**config.mk**
```make
export PLATFORM = sky130hd
export DESIGN_NAME = bus_cpu8
export DESIGN_NICKNAME = d
export VERILOG_FILES = /design/src/rtl/bus_cpu8.sv
export SDC_FILE = /design/constraint.sdc
export NUM_CORES = 1
export LEC_CHECK = 0
export ABC_CLOCK_PERIOD_IN_PS = 6200
export CORE_UTILIZATION = 40
export CTS_BUF_LIST = sky130_fd_sc_hd__clkbuf_8
export DETAILED_ROUTE_END_ITERATION = 16
export GPL_ROUTABILITY_DRIVEN = 0
export PLACE_DENSITY = 0.52
export SLEW_MARGIN = 20
export SYNTH_ARGS = -nofsm -noshare
export SYNTH_HDL_FRONTEND = slang
export SYNTH_SLANG_ARGS = --single-unit
```
**constraint.sdc**
```tcl
create_clock -name clk -period 6.2 [get_ports clk]
set_clock_uncertainty 0.15 [all_clocks]
set_input_delay 0.62 -clock clk [delete_from_list [all_inputs] [get_ports clk]]
set_output_delay 0.62 -clock clk [all_outputs]
set_load 0.02 [all_outputs]
```
**src/rtl/bus_cpu8.sv**
```systemverilog
module bus_cpu8 #(
  parameter int DW = 8,
  parameter int AW = 4
) (
  input  logic          clk,
  input  logic          rst_n,
  input  logic          run,
  input  logic          step,
  input  logic          pl_we,
  input  logic [AW-1:0] pl_addr,
  input  logic [DW-1:0] pl_data,
  output logic [DW-1:0] out_val,
  output logic          halted
);
  localparam int OPW   = DW - AW;
  localparam int DEPTH = 1 << AW;
  localparam logic [OPW-1:0] OP_LDA = OPW'(1), OP_ADD = OPW'(2), OP_SUB = OPW'(3),
                             OP_STA = OPW'(4), OP_LDI = OPW'(5), OP_JMP = OPW'(6),
                             OP_JC  = OPW'(7), OP_JZ  = OPW'(8), OP_OUT = OPW'(14),
                             OP_HLT = OPW'(15);

  logic [DW-1:0] mem [DEPTH];
  logic [DW-1:0] a_q, b_q, ir_q, out_q, bus;
  logic [AW-1:0] pc_q, mar_q;
  logic [2:0]    t_q;
  logic          zf, cf, halt_q, step_q, adv;
  logic          d_pc, d_mem, d_ir, d_a, d_alu;
  logic          l_mar, l_ir, l_a, l_b, l_out, l_pc, l_mem, l_flg, pc_inc, sub, hlt, last;
  logic [DW:0]   sum;
  logic [OPW-1:0] op;

  assign op      = ir_q[DW-1:AW];
  assign adv     = !halt_q && (run || (step && !step_q));
  assign sum     = {1'b0, a_q} + {1'b0, sub ? ~b_q : b_q} + {{DW{1'b0}}, sub};
  assign out_val = out_q;
  assign halted  = halt_q;

  always_comb begin
    bus = '0;
    if (d_pc)  bus = DW'(pc_q);
    if (d_mem) bus = mem[mar_q];
    if (d_ir)  bus = DW'(ir_q[AW-1:0]);
    if (d_a)   bus = a_q;
    if (d_alu) bus = sum[DW-1:0];
  end

  always_comb begin
    {d_pc, d_mem, d_ir, d_a, d_alu} = '0;
    {l_mar, l_ir, l_a, l_b, l_out, l_pc, l_mem, l_flg, pc_inc, sub, hlt, last} = '0;
    case (t_q)
      3'd0: begin d_pc = 1'b1; l_mar = 1'b1; end
      3'd1: begin d_mem = 1'b1; l_ir = 1'b1; pc_inc = 1'b1; end
      default: begin
        case (op)
          OP_LDA:
            if (t_q == 3'd2) begin d_ir = 1'b1; l_mar = 1'b1; end
            else begin d_mem = 1'b1; l_a = 1'b1; last = 1'b1; end
          OP_ADD, OP_SUB:
            if (t_q == 3'd2) begin d_ir = 1'b1; l_mar = 1'b1; end
            else if (t_q == 3'd3) begin d_mem = 1'b1; l_b = 1'b1; end
            else begin
              d_alu = 1'b1; l_a = 1'b1; l_flg = 1'b1; sub = (op == OP_SUB); last = 1'b1;
            end
          OP_STA:
            if (t_q == 3'd2) begin d_ir = 1'b1; l_mar = 1'b1; end
            else begin d_a = 1'b1; l_mem = 1'b1; last = 1'b1; end
          OP_LDI: begin d_ir = 1'b1; l_a = 1'b1; last = 1'b1; end
          OP_JMP: begin d_ir = 1'b1; l_pc = 1'b1; last = 1'b1; end
          OP_JC:  begin d_ir = cf; l_pc = cf; last = 1'b1; end
          OP_JZ:  begin d_ir = zf; l_pc = zf; last = 1'b1; end
          OP_OUT: begin d_a = 1'b1; l_out = 1'b1; last = 1'b1; end
          OP_HLT: begin hlt = 1'b1; last = 1'b1; end
          default: last = 1'b1;
        endcase
      end
    endcase
  end

  always_ff @(posedge clk or negedge rst_n) begin
    if (!rst_n) begin
      a_q <= '0; b_q <= '0; ir_q <= '0; out_q <= '0;
      pc_q <= '0; mar_q <= '0; t_q <= '0;
      zf <= 1'b0; cf <= 1'b0; halt_q <= 1'b0; step_q <= 1'b0;
    end else begin
      step_q <= step;
      if (adv) begin
        if (l_mar) mar_q <= bus[AW-1:0];
        if (l_ir)  ir_q  <= bus;
        if (l_a)   a_q   <= bus;
        if (l_b)   b_q   <= bus;
        if (l_out) out_q <= bus;
        if (l_pc)        pc_q <= bus[AW-1:0];
        else if (pc_inc) pc_q <= pc_q + AW'(1);
        if (l_flg) begin
          zf <= (sum[DW-1:0] == '0);
          cf <= sum[DW];
        end
        if (hlt) halt_q <= 1'b1;
        t_q <= last ? 3'd0 : t_q + 3'd1;
      end
    end
  end

  always_ff @(posedge clk) begin
    if (pl_we)              mem[pl_addr] <= pl_data;
    else if (adv && l_mem)  mem[mar_q]   <= bus;
  end

  AST_BUS_ONE_DRIVER: assert property (@(posedge clk) disable iff (!rst_n)
    $onehot0({d_pc, d_mem, d_ir, d_a, d_alu}));
  AST_HALT_STICKY: assert property (@(posedge clk) disable iff (!rst_n)
    halt_q |=> halt_q);
  AST_HALT_FREEZE: assert property (@(posedge clk) disable iff (!rst_n)
    halt_q |=> $stable(out_q) && $stable(pc_q));
  AST_IDLE_HOLD: assert property (@(posedge clk) disable iff (!rst_n)
    !adv |=> $stable(t_q) && $stable(pc_q) && $stable(a_q));
  AST_FETCH_INC: assert property (@(posedge clk) disable iff (!rst_n)
    (adv && t_q == 3'd1) |=> (pc_q == $past(pc_q) + AW'(1)));
  AST_STEP_RANGE: assert property (@(posedge clk) disable iff (!rst_n)
    t_q <= 3'd4);
  AST_FLAGS_ALU_ONLY: assert property (@(posedge clk) disable iff (!rst_n)
    !(adv && d_alu) |=> $stable({zf, cf}));
endmodule

```
==> out/summary.txt, run 1 <==
slowest CP cell = sky130_fd_sc_hd__or3b_2
global-route wire length before repair = 30210 um
Final Max Tran Viols = 0
Worst slew margin = 0.2472
largest voltage drop on the vdd net = 138.0 uV
fraction of post-synthesis cell area in the top cell type by area = 0.4872
commonest cells in the netlist = 128 x sky130_fd_sc_hd__edfxtp_1, 56 x sky130_fd_sc_hd__nand2_1, 47 x sky130_fd_sc_hd__dfrtp_1, 42 x sky130_fd_sc_hd__o21ai_0, 38 x sky130_fd_sc_hd__mux4_2
class of the worst hold path = input pin to asynchronous set/reset pin
proportion of layout cells with a drive suffix above 1 = 0.1818
slew at the pin closest to its max-slew limit = 1125 ps
largest area contributor in the netlist = sky130_fd_sc_hd__edfxtp_1
number of antenna-violating nets in the routed design = 0
total routing resource utilization after global routing = 0.2098
cell seen most often among critical-path stages = sky130_fd_sc_hd__ha_1
unique cell type count in the Yosys netlist = 56
clock insertion delay at the later pin of the skew report = 470 ps
sum of internal, switching and leakage power = 0.002169 W
clock period minus final worst setup slack = 4923 ps
CTS Sinks = 175
CTS max path bufs = 2
area inside the core boundary = 0.01902 sq mm
outcome = complete, no violations
die height = 142.4 um
startpoint type of the worst setup path = flip-flop
leakage power total = 3.137 nW
Final Net Count = 624
power density of the placed cells = 244.0 mW/mm^2
main flop type after synthesis = sky130_fd_sc_hd__edfxtp_1
number of endpoints failing setup at the final stage = 0
IO Pins = 26
Yosys Warn Count = 0
antenna violations before repair = 0
switching power of the nets = 0.0005489 W
buffer type at the clock tree root = sky130_fd_sc_hd__clkbuf_8
sequential area share after synthesis = 0.6363
overall die width = 142.4 um
data required time of the critical path = 6230 ps
Worst Setup End Kind = flip-flop
First-pass DRT Iterations = 7
Post-Synthesis Cells = 556
full die area = 0.02029 sq mm
sequential group share of total power = 0.592
setup TNS = 0 ps
fin worst setup slack = 1277 ps
sum of net half-perimeters after detailed placement = 13400 um
H-tree lvl count = 4
number of global-route vias before repair = 4806
post-synthesis area per instance = 14.19 sq um
RSZ-0062 raised after global routing = false
post-synthesis register bit count = 175
total overflow reported by the global router = 0
DR vias = 4778
share of the cycle needed by the critical path after routing = 0.7940
fraction of registers with async set/reset = 0.2686
Comb pwr share = 0.043
largest fanout of any net on the critical path = 16
Area contributors post-synth = sky130_fd_sc_hd__edfxtp_1 49%, sky130_fd_sc_hd__dfrtp_1 15%, sky130_fd_sc_hd__mux4_2 11%
pin count of the biggest net entering global routing = 48
EDFF count, synth = 128
count of input and output buffers = 25
WL per Instance = 22.75 um
effective utilization at floorplan = 0.4148
number of failing hold endpoints at the final stage = 0
total length of routed wires = 19680 um
CTS resizes = 0
switching fraction of total power = 0.2531
total DRC errors in the routed layout = 0
Mapped Area = 0.007889 sq mm
synthesized net count = 588
hold buffers post-CTS = 0
part of the power in the clock network = 0.365
Max Freq = 203.1 MHz
Rows = 50
most frequent cell after synthesis = sky130_fd_sc_hd__edfxtp_1
register clock-pin slew on the reported worst setup and hold paths = 110 ps
post-place setup slack = 1331 ps
classification of the worst setup path = flip-flop to flip-flop
antenna fix cells = 0
Arr. time, crit path = 4950 ps
Max-Cap Viols = 0
cells traversed along the worst timing path = ha_1 -> ha_1 -> or3b_2 -> nor4_2 -> nand2_1 -> xnor2_1 -> ha_1 -> o21ai_0 -> a21oi_1 -> nor2_1 -> nor2_1 -> xor2_1 -> a221o_1 -> mux2_2
number of DRC markers after the initial detailed-route iteration = 413
Max stage delay on crit path = 510 ps
Internal Dissipation = 0.001620 W
area growth from synthesis to final layout = 12.66%
TritonCTS clock tree = yes
via density per instance = 5.524
Post-CTS Repair Setup Buffers = 0
number of clock buffers inserted by TritonCTS = 17
## kinds of logic (layout without fill, tap and decap cells)
group / Yosys count / count (layout) / share of synthesized area
simple gates: 145 / 145 / 0.08707
flops: 175 / 175 / 0.6363
compound gates: 111 / 111 / 0.08533
mux: 51 / 51 / 0.1267
buf+inv: 44 / 93 / 0.02316
fa+ha+maj: 15 / 15 / 0.02474
xor+xnor: 15 / 15 / 0.01665
## power by group through the flow
| stage | Clock [W] | Sequential, W | Combinational [W] |
|---|---|---|---|
| detailed placement | 0 | 0.00131 | 0.0000954 |
| finish | 0.000792 | 0.00128 | 0.0000935 |
| floorplan | 0 | 0.00130 | 0.0000551 |
| global placement | 0 | 0.00131 | 0.0000933 |
| CTS | 0.000811 | 0.00128 | 0.0000957 |
| global route | 0.000858 | 0.00129 | 0.000102 |
## sequential cells by signal (all words and copies together) (netlist names)
signal / flops
a_q: 8
b_q: 8
cf: 1
halted: 1
ir_q: 8
mar_q: 4
mem: 128
out_val: 8
pc_q: 4
step_q: 1
t_q: 3
zf: 1
## per-stage QoR
stage	std cells	utilization	hold WS [ps]	instance area, sq um
after floorplan	556	-	174.4	7889
after global placement	833	0.4455	315.4	8473
after detailed placement	833	0.4459	324.8	8481
after CTS	865	0.4672	96.09	8885
after global routing	865	0.4673	96.95	8887
final	865	0.4673	80.28	8887
## layout by cell type (no fill, tap or decap), types with 3 or more instances in the layout
cell	n
sky130_fd_sc_hd__a211oi_1	3
sky130_fd_sc_hd__a21oi_1	23
sky130_fd_sc_hd__a31oi_1	13
sky130_fd_sc_hd__and2_1	5
sky130_fd_sc_hd__buf_4	16
sky130_fd_sc_hd__clkbuf_8	17
sky130_fd_sc_hd__clkdlybuf4s50_1	24
sky130_fd_sc_hd__clkinv_8	5
sky130_fd_sc_hd__dfrtp_1	46
sky130_fd_sc_hd__edfxtp_1	128
sky130_fd_sc_hd__ha_1	14
sky130_fd_sc_hd__inv_1	20
sky130_fd_sc_hd__inv_6	3
sky130_fd_sc_hd__inv_8	4
sky130_fd_sc_hd__mux2_2	11
sky130_fd_sc_hd__mux4_2	38
sky130_fd_sc_hd__nand2_1	56
sky130_fd_sc_hd__nand2b_1	4
sky130_fd_sc_hd__nand3_1	4
sky130_fd_sc_hd__nor2_1	32
sky130_fd_sc_hd__nor2_2	4
sky130_fd_sc_hd__nor2b_1	8
sky130_fd_sc_hd__nor3_1	9
sky130_fd_sc_hd__o211ai_1	3
sky130_fd_sc_hd__o21ai_0	42
sky130_fd_sc_hd__o221ai_1	3
sky130_fd_sc_hd__o22ai_1	4
sky130_fd_sc_hd__or2_2	3
sky130_fd_sc_hd__or3_1	7
sky130_fd_sc_hd__xnor2_1	10
sky130_fd_sc_hd__xor2_1	5
## critical path: cells and delay by family, from the launching register on
family          cells  cell delay (ps)
fa+ha+maj           3              720
simple gates        5             1630
mux                 1              410
flops               1              440
xor+xnor            2              530
compound gates      3              740
## final timing paths
path / slack [ps] / from / to / cells past startpoint
min in group clk: 340 / out_val[1] / out_val[1] / 2
worst max register to register: 1280 / t_q[0] / mem[10][5] / 14
max in group asynchronous: 5370 / rst_n / mar_q[0] / 2
worst max-delay path: 1280 / t_q[0] / mem[10][5] / 14
worst min register to register: 340 / out_val[1] / out_val[1] / 2
worst min-delay path: 80 / rst_n / step_q / 2
## cell type report
cell class	count	area, sq um
clock buffer	17	234.0
clock inverter	15	170.2
fill	1709	10130
inverter	20	75.07
multi-input combinational	337	2696
sequential	175	5021
tap	260	325.3
timing repair buffer	41	365.4
## routing by layer
metal	global-route usage	vias up	routed length [um]
li1	-	2199	-
met1	0.2815	2423	8612
met2	0.3504	143	9891
met3	0.04038	13	947
met4	0.05263	0	228
met5	0	-	0
No activity file was read; power rests on OpenSTA's default activity.
==> run 2, diff against run 1 <==
Settings changed: ABC_CLOCK_PERIOD_IN_PS 6200 to 4150, PLACE_DENSITY 0.52 to 0.54.
Clock period 6.2 ns to 4.15 ns, I/O delays scaled along.
==> out/summary.txt, run 2 (same netlist as run 1, synthesis figures left out) <==
outcome = complete, no violations (unchanged)
worst reg2reg endpoint = mem[0][5] (was mem[10][5])
part of the power in the clock network = 0.380 (was 0.365)
proportion of layout cells with a drive suffix above 1 = 0.2550 (was 0.1818)
data required time of the critical path = 4200 ps (was 6230 ps)
Largest delay share family, worst path = simple AND/OR/NAND/NOR gates (unchanged)
TritonCTS clock tree = yes (unchanged)
area growth from synthesis to final layout = 19.73% (was 12.66%)
DR vias = 4962 (was 4778)
number of failing hold endpoints at the final stage = 0 (unchanged)
Final Net Count = 670 (was 624)
number of clock buffers inserted by TritonCTS = 17 (unchanged)
classification of the worst setup path = flip-flop to flip-flop (unchanged)
startpoint type of the worst setup path = flip-flop (unchanged)
register clock-pin slew on the reported worst setup and hold paths = 110 ps (about the same)
total overflow reported by the global router = 0 (unchanged)
number of DRC markers after the initial detailed-route iteration = 342 (was 413)
clock insertion delay at the later pin of the skew report = 470 ps (about the same)
reg-to-reg slack, setup = 140 ps (was 1280 ps)
effective utilization at floorplan = 0.4148 (unchanged)
Final Max Tran Viols = 0 (unchanged)
setup TNS = 0 ps (unchanged)
slowest CP cell = sky130_fd_sc_hd__dfrtp_1 (was sky130_fd_sc_hd__or3b_2)
switching fraction of total power = 0.2514 (was 0.2531)
length in cells of the worst reg-to-reg path = 15 (was 14)
total routing resource utilization after global routing = 0.2051 (was 0.2098)
Comb pwr share = 0.047 (was 0.043)
number of global-route vias before repair = 4975 (was 4806)
Internal Dissipation = 0.002504 W (was 0.001620 W)
Arr. time, crit path = 4060 ps (was 4950 ps)
Worst slew margin = 0.2853 (was 0.2472)
Worst Setup End Kind = flip-flop (unchanged)
Non-Filler Instances = 911 (was 865)
Max-Cap Viols = 0 (unchanged)
largest voltage drop on the vdd net = 349.3 uV (was 138.0 uV)
slew at the pin closest to its max-slew limit = 1068 ps (was 1125 ps)
antenna fix cells = 0 (unchanged)
number of antenna-violating nets in the routed design = 0 (unchanged)
sum of net half-perimeters after detailed placement = 13360 um (was 13400 um)
area inside the core boundary = 0.01902 sq mm (unchanged)
origin of the worst min-delay path = step
sequential group share of total power = 0.573 (was 0.592)
leakage power total = 3.453 nW (was 3.137 nW)
total length of routed wires = 19570 um (was 19680 um)
global-route wire length before repair = 29870 um (was 30210 um)
largest fanout of any net on the critical path = 8 (was 16)
switching power of the nets = 0.0008408 W (was 0.0005489 W)
Worst Hold End = step_q
full die area = 0.02029 sq mm (unchanged)
Max stage delay on crit path = 410 ps (was 510 ps)
overall die width = 142.4 um (unchanged)
cell seen most often among critical-path stages = sky130_fd_sc_hd__ha_2 (was sky130_fd_sc_hd__ha_1)
number of flip-flops under the largest register name = 128 (unchanged)
Biggest register = mem (unchanged)
count of cells along the worst hold path = 1
CTS Sinks = 175 (unchanged)
class of the worst hold path = input pin to flip-flop (was input pin to asynchronous set/reset pin)
number of endpoints failing setup at the final stage = 0 (unchanged)
clock period minus final worst setup slack = 4007 ps (was 4923 ps)
Rows = 50 (unchanged)
share of the cycle needed by the critical path after routing = 0.9655 (was 0.7940)
Max Freq = 249.6 MHz (was 203.1 MHz)
total DRC errors in the routed layout = 0 (unchanged)
power density of the placed cells = 354.1 mW/mm^2 (was 244.0 mW/mm^2)
leading cell type in the layout, fill and taps excluded = sky130_fd_sc_hd__edfxtp_1 (unchanged)
antenna violations before repair = 0 (unchanged)
cells traversed along the worst timing path = ha_2 -> ha_2 -> or3b_4 -> nor4_4 -> nand2_4 -> buf_6 -> xnor2_2 -> ha_4 -> a22oi_2 -> nand3_1 -> a31oi_2 -> nor2_1 -> xor2_1 -> a221o_1 -> mux2_4 (was ha_1 -> ha_1 -> or3b_2 -> nor4_2 -> nand2_1 -> xnor2_1 -> ha_1 -> o21ai_0 -> a21oi_1 -> nor2_1 -> nor2_1 -> xor2_1 -> a221o_1 -> mux2_2)
CTS max path bufs = 2 (unchanged)
via density per instance = 5.447 (was 5.524)
IO Pins = 26 (unchanged)
First-pass DRT Iterations = 7 (unchanged)
H-tree lvl count = 4 (unchanged)
pin count of the biggest net entering global routing = 48 (unchanged)
buffering stage count on the worst path with inverters included = 1 (was 0)
buffer type at the clock tree root = sky130_fd_sc_hd__clkbuf_8 (unchanged)
die height = 142.4 um (unchanged)
most frequent cells in the layout = 128 x sky130_fd_sc_hd__edfxtp_1, 57 x sky130_fd_sc_hd__buf_4, 55 x sky130_fd_sc_hd__nand2_1 (was 128 x sky130_fd_sc_hd__edfxtp_1, 56 x sky130_fd_sc_hd__nand2_1, 46 x sky130_fd_sc_hd__dfrtp_1)
utilization after layout = 0.4966 (was 0.4673)
WL per Instance = 21.48 um (was 22.75 um)
count of input and output buffers = 25 (unchanged)
origin of the critical flop-to-flop path = t_q[1] (was t_q[0])
Cell Count Post-Placement = 871 (was 833)
## run 2: metrics by stage
step,worst slack [ps],area (sq um),hold slack (ps),power [W]
3_5_place_dp,-127.7,8791,323.6,0.002108
4_1_cts,9.070,9264,19.81,0.003362
2_1_floorplan,84.37,7904,-30.59,0.002030
6_report,143.2,9445,280.4,0.003344
3_3_place_gp,12.80,8786,313.9,0.002103
5_1_grt,-40.17,9445,265.3,0.003451
## run 2: power by group through the flow
stage	registers (W)	logic, W	clock network (W)
detailed placement	0.00195	0.000154	0
global placement	0.00195	0.000151	0
floorplan	0.00195	0.0000830	0
CTS	0.00192	0.000155	0.00129
global route	0.00192	0.000173	0.00136
finish	0.00191	0.000159	0.00127
## run 2: worst max-delay path by stage
stage          depth (start not counted)          to   start
3_3_place_gp                          14  mem[14][6]  t_q[0]
3_5_place_dp                          14  mem[11][6]  t_q[0]
5_1_grt                               15   mem[0][5]  t_q[1]
6_report                              15   mem[0][5]  t_q[1]
2_1_floorplan                         14   mem[0][5]  t_q[0]
4_1_cts                               15   mem[4][5]  t_q[0]
## run 2: final cells by class
class | instances | area (sq um)
clock buffer | 17 | 234.0
clock inverter | 15 | 212.7
fill | 1680 | 9573
inverter | 20 | 75.07
multi-input combinational | 339 | 2848
sequential | 175 | 5021
tap | 260 | 325.3
timing repair buffer | 85 | 729.5
## run 2: repair_timing
| action | CTS | global route |
|---|---|---|
| setup buffers | 1 | 4 |
| hold endpoints to repair | 0 | 47 |
| endpoints found under the setup margin | 50 | 52 |
| hold buffers | 0 | 1 |
| pin swaps | 1 | 8 |
| gates resized for setup | 3 | 20 |
| cloned | 0 | 2 |
## run 2: metal layers
metal  GRT usage  routed length (um)  vias to the layer above
li1            -                   -                     2290
met1      0.2627                8453                     2531
met2      0.3522                9925                      119
met3     0.03970                 828                       22
met4     0.06225                 364                        0
met5           0                   0                        -
==> run 3, diff against run 2 <==
Settings changed: CORE_MARGIN set to 8.
==> out/summary.txt, run 3 (same netlist as run 1, synthesis figures left out) <==
placed cell area = 0.008840 sq mm (was 0.008791 sq mm)
H-tree lvl count = 4 (unchanged)
data required time of the critical path = 4200 ps (about the same)
CTS max path bufs = 2 (unchanged)
full die area = 0.02447 sq mm (was 0.02029 sq mm)
First-pass DRT Iterations = 6 (was 7)
power density of the placed cells = 352.2 mW/mm^2 (was 354.1 mW/mm^2)
CTS Sinks = 175 (unchanged)
utilization after layout = 0.4876 (was 0.4966)
WL per Instance = 21.01 um (was 21.48 um)
TritonCTS clock tree = yes (unchanged)
leakage power total = 3.477 nW (was 3.453 nW)
share of the cycle needed by the critical path after routing = 0.9671 (was 0.9655)
via density per instance = 5.376 (was 5.447)
largest fanout of any net on the critical path = 8 (unchanged)
area inside the core boundary = 0.01940 sq mm (was 0.01902 sq mm)
cell seen most often among critical-path stages = sky130_fd_sc_hd__ha_1 (was sky130_fd_sc_hd__ha_2)
antenna violations before repair = 0 (unchanged)
total routing resource utilization after global routing = 0.1647 (was 0.2051)
Non-Filler Cell Area, Final = 0.009458 sq mm (was 0.009445 sq mm)
register clock-pin slew on the reported worst setup and hold paths = 90 ps (was 110 ps)
post-place setup slack = -151.3 ps (was -127.7 ps)
number of flip-flops under the largest register name = 128 (unchanged)
area growth from synthesis to final layout = 19.89% (was 19.73%)
overall die width = 156.4 um (was 142.4 um)
buffer type at the clock tree root = sky130_fd_sc_hd__clkbuf_8 (unchanged)
count of input and output buffers = 25 (unchanged)
Comb pwr share = 0.048 (was 0.047)
startpoint type of the worst setup path = flip-flop (unchanged)
cells traversed along the worst timing path = ha_1 -> ha_1 -> or3b_4 -> nor4_4 -> nand2_4 -> xnor2_2 -> ha_4 -> a22oi_2 -> nand3_1 -> a31oi_2 -> nor2_1 -> xor2_1 -> a221o_1 -> mux2_4 (was ha_2 -> ha_2 -> or3b_4 -> nor4_4 -> nand2_4 -> buf_6 -> xnor2_2 -> ha_4 -> a22oi_2 -> nand3_1 -> a31oi_2 -> nor2_1 -> xor2_1 -> a221o_1 -> mux2_4)
Worst Setup End Kind = flip-flop (unchanged)
RSZ-0062 raised after global routing = true
switching power of the nets = 0.0007905 W (was 0.0008408 W)
antenna fix cells = 0 (unchanged)
IO Pins = 26 (unchanged)
classification of the worst setup path = flip-flop to flip-flop (unchanged)
outcome = complete, no violations (unchanged)
sequential group share of total power = 0.574 (was 0.573)
Final Net Count = 676 (was 670)
largest voltage drop on the vdd net = 240.6 uV (was 349.3 uV)
Internal Dissipation = 0.002540 W (was 0.002504 W)
total overflow reported by the global router = 0 (unchanged)
global-route wire length before repair = 29830 um (was 29870 um)
number of global-route vias before repair = 5106 (was 4975)
switching fraction of total power = 0.2373 (was 0.2514)
Rows = 51 (was 50)
die height = 156.4 um (was 142.4 um)
number of DRC markers after the initial detailed-route iteration = 447 (was 342)
sum of internal, switching and leakage power = 0.003331 W (was 0.003344 W)
clock insertion delay at the later pin of the skew report = 460 ps (was 470 ps)
Max-Cap Viols = 0 (unchanged)
Arr. time, crit path = 4060 ps (about the same)
part of the power in the clock network = 0.378 (was 0.380)
pin count of the biggest net entering global routing = 48 (unchanged)
Biggest register = mem (unchanged)
Final Max Tran Viols = 0 (unchanged)
slowest CP cell = sky130_fd_sc_hd__or3b_4 (was sky130_fd_sc_hd__dfrtp_1)
clock period minus final worst setup slack = 4013 ps (was 4007 ps)
Worst slew margin = 0.2867 (was 0.2853)
number of antenna-violating nets in the routed design = 0 (unchanged)
total DRC errors in the routed layout = 0 (unchanged)
slew at the pin closest to its max-slew limit = 1070 ps (was 1068 ps)
Non-Filler Instances = 922 (was 911)
fin worst setup slack = 136.7 ps (was 143.2 ps)
proportion of layout cells with a drive suffix above 1 = 0.2588 (was 0.2550)
DR vias = 4957 (was 4962)
number of clock buffers inserted by TritonCTS = 17 (unchanged)
number of failing hold endpoints at the final stage = 0 (unchanged)
leading cell type in the layout, fill and taps excluded = sky130_fd_sc_hd__edfxtp_1 (unchanged)
most frequent cells in the layout = 128 x sky130_fd_sc_hd__edfxtp_1, 66 x sky130_fd_sc_hd__buf_4, 55 x sky130_fd_sc_hd__nand2_1 (was 128 x sky130_fd_sc_hd__edfxtp_1, 57 x sky130_fd_sc_hd__buf_4, 55 x sky130_fd_sc_hd__nand2_1)
effective utilization at floorplan = 0.4067 (was 0.4148)
Max stage delay on crit path = 420 ps (was 410 ps)
Cell Count Post-Placement = 884 (was 871)
class of the worst hold path = input pin to flip-flop (unchanged)
number of endpoints failing setup at the final stage = 0 (unchanged)
total length of routed wires = 19370 um (was 19570 um)
sum of net half-perimeters after detailed placement = 13730 um (was 13360 um)
Max Freq = 249.2 MHz (was 249.6 MHz)
run 3: power by group through the flow:
stage,Sequential [W],Clock [W],Combinational (W)
finish,0.00191,0.00126,0.000159
global route,0.00191,0.00136,0.000174
CTS,0.00191,0.00129,0.000160
detailed placement,0.00195,0,0.000156
global placement,0.00195,0,0.000153
floorplan,0.00195,0,0.0000830
run 3: area by class of cell:
type | count | area (sq um)
clock buffer | 17 | 234.0
inverter | 20 | 75.07
multi-input combinational | 338 | 2834
tap | 265 | 331.6
timing repair buffer | 92 | 765.7
clock inverter | 15 | 196.4
fill | 1712 | 9941
sequential | 175 | 5021
run 3: what timing repair did:
action | in CTS | in global routing
pin swaps | 2 | 4
hold buffers | 0 | 1
endpoints found under the setup margin | 52 | 60
buffers inserted | 2 | 2
gates resized for setup | 5 | 15
hold endpoints to repair | 0 | 47
cloned | 0 | 1
run 3: worst paths after layout:
path                       startpoint          to  slack (ps)  cells past startpoint
setup reg to reg               t_q[0]  mem[15][5]         140                     14
setup / recovery               t_q[0]  mem[15][5]         140                     14
max in group asynchronous       rst_n    mar_q[0]        3050                      2
hold / removal                   step      step_q         290                      1
min in group asynchronous       rst_n      t_q[0]         350                      2
hold reg to reg               ir_q[3]     ir_q[3]         350                      2
run 3: per-stage QoR:
stage,TNS [ps],hold slack (ps)
after detailed placement,-5103,321.9
after CTS,0,16.96
after floorplan,0,-30.59
after global routing,-156.1,275.9
final,0,285.9
after global placement,-363.3,316.4
run 3: worst max-delay path, delay by kind of cell (launching register included):
kind	cells	cell delay, ps
muxes	1	330
AOI/OAI and AO/OA	3	720
xor gates and xnor gates	2	400
and+or+nand+nor	5	1100
adders and majority gates	3	660
DFF	1	400
run 3: metal layers:
metal | GRT usage | wire length, um | vias up
met3 | 0.03475 | 826 | 24
met4 | 0.06407 | 411 | 0
met5 | 0 | 0 | -
met2 | 0.2740 | 9782 | 120
met1 | 0.2070 | 8350 | 2511
li1 | - | - | 2302
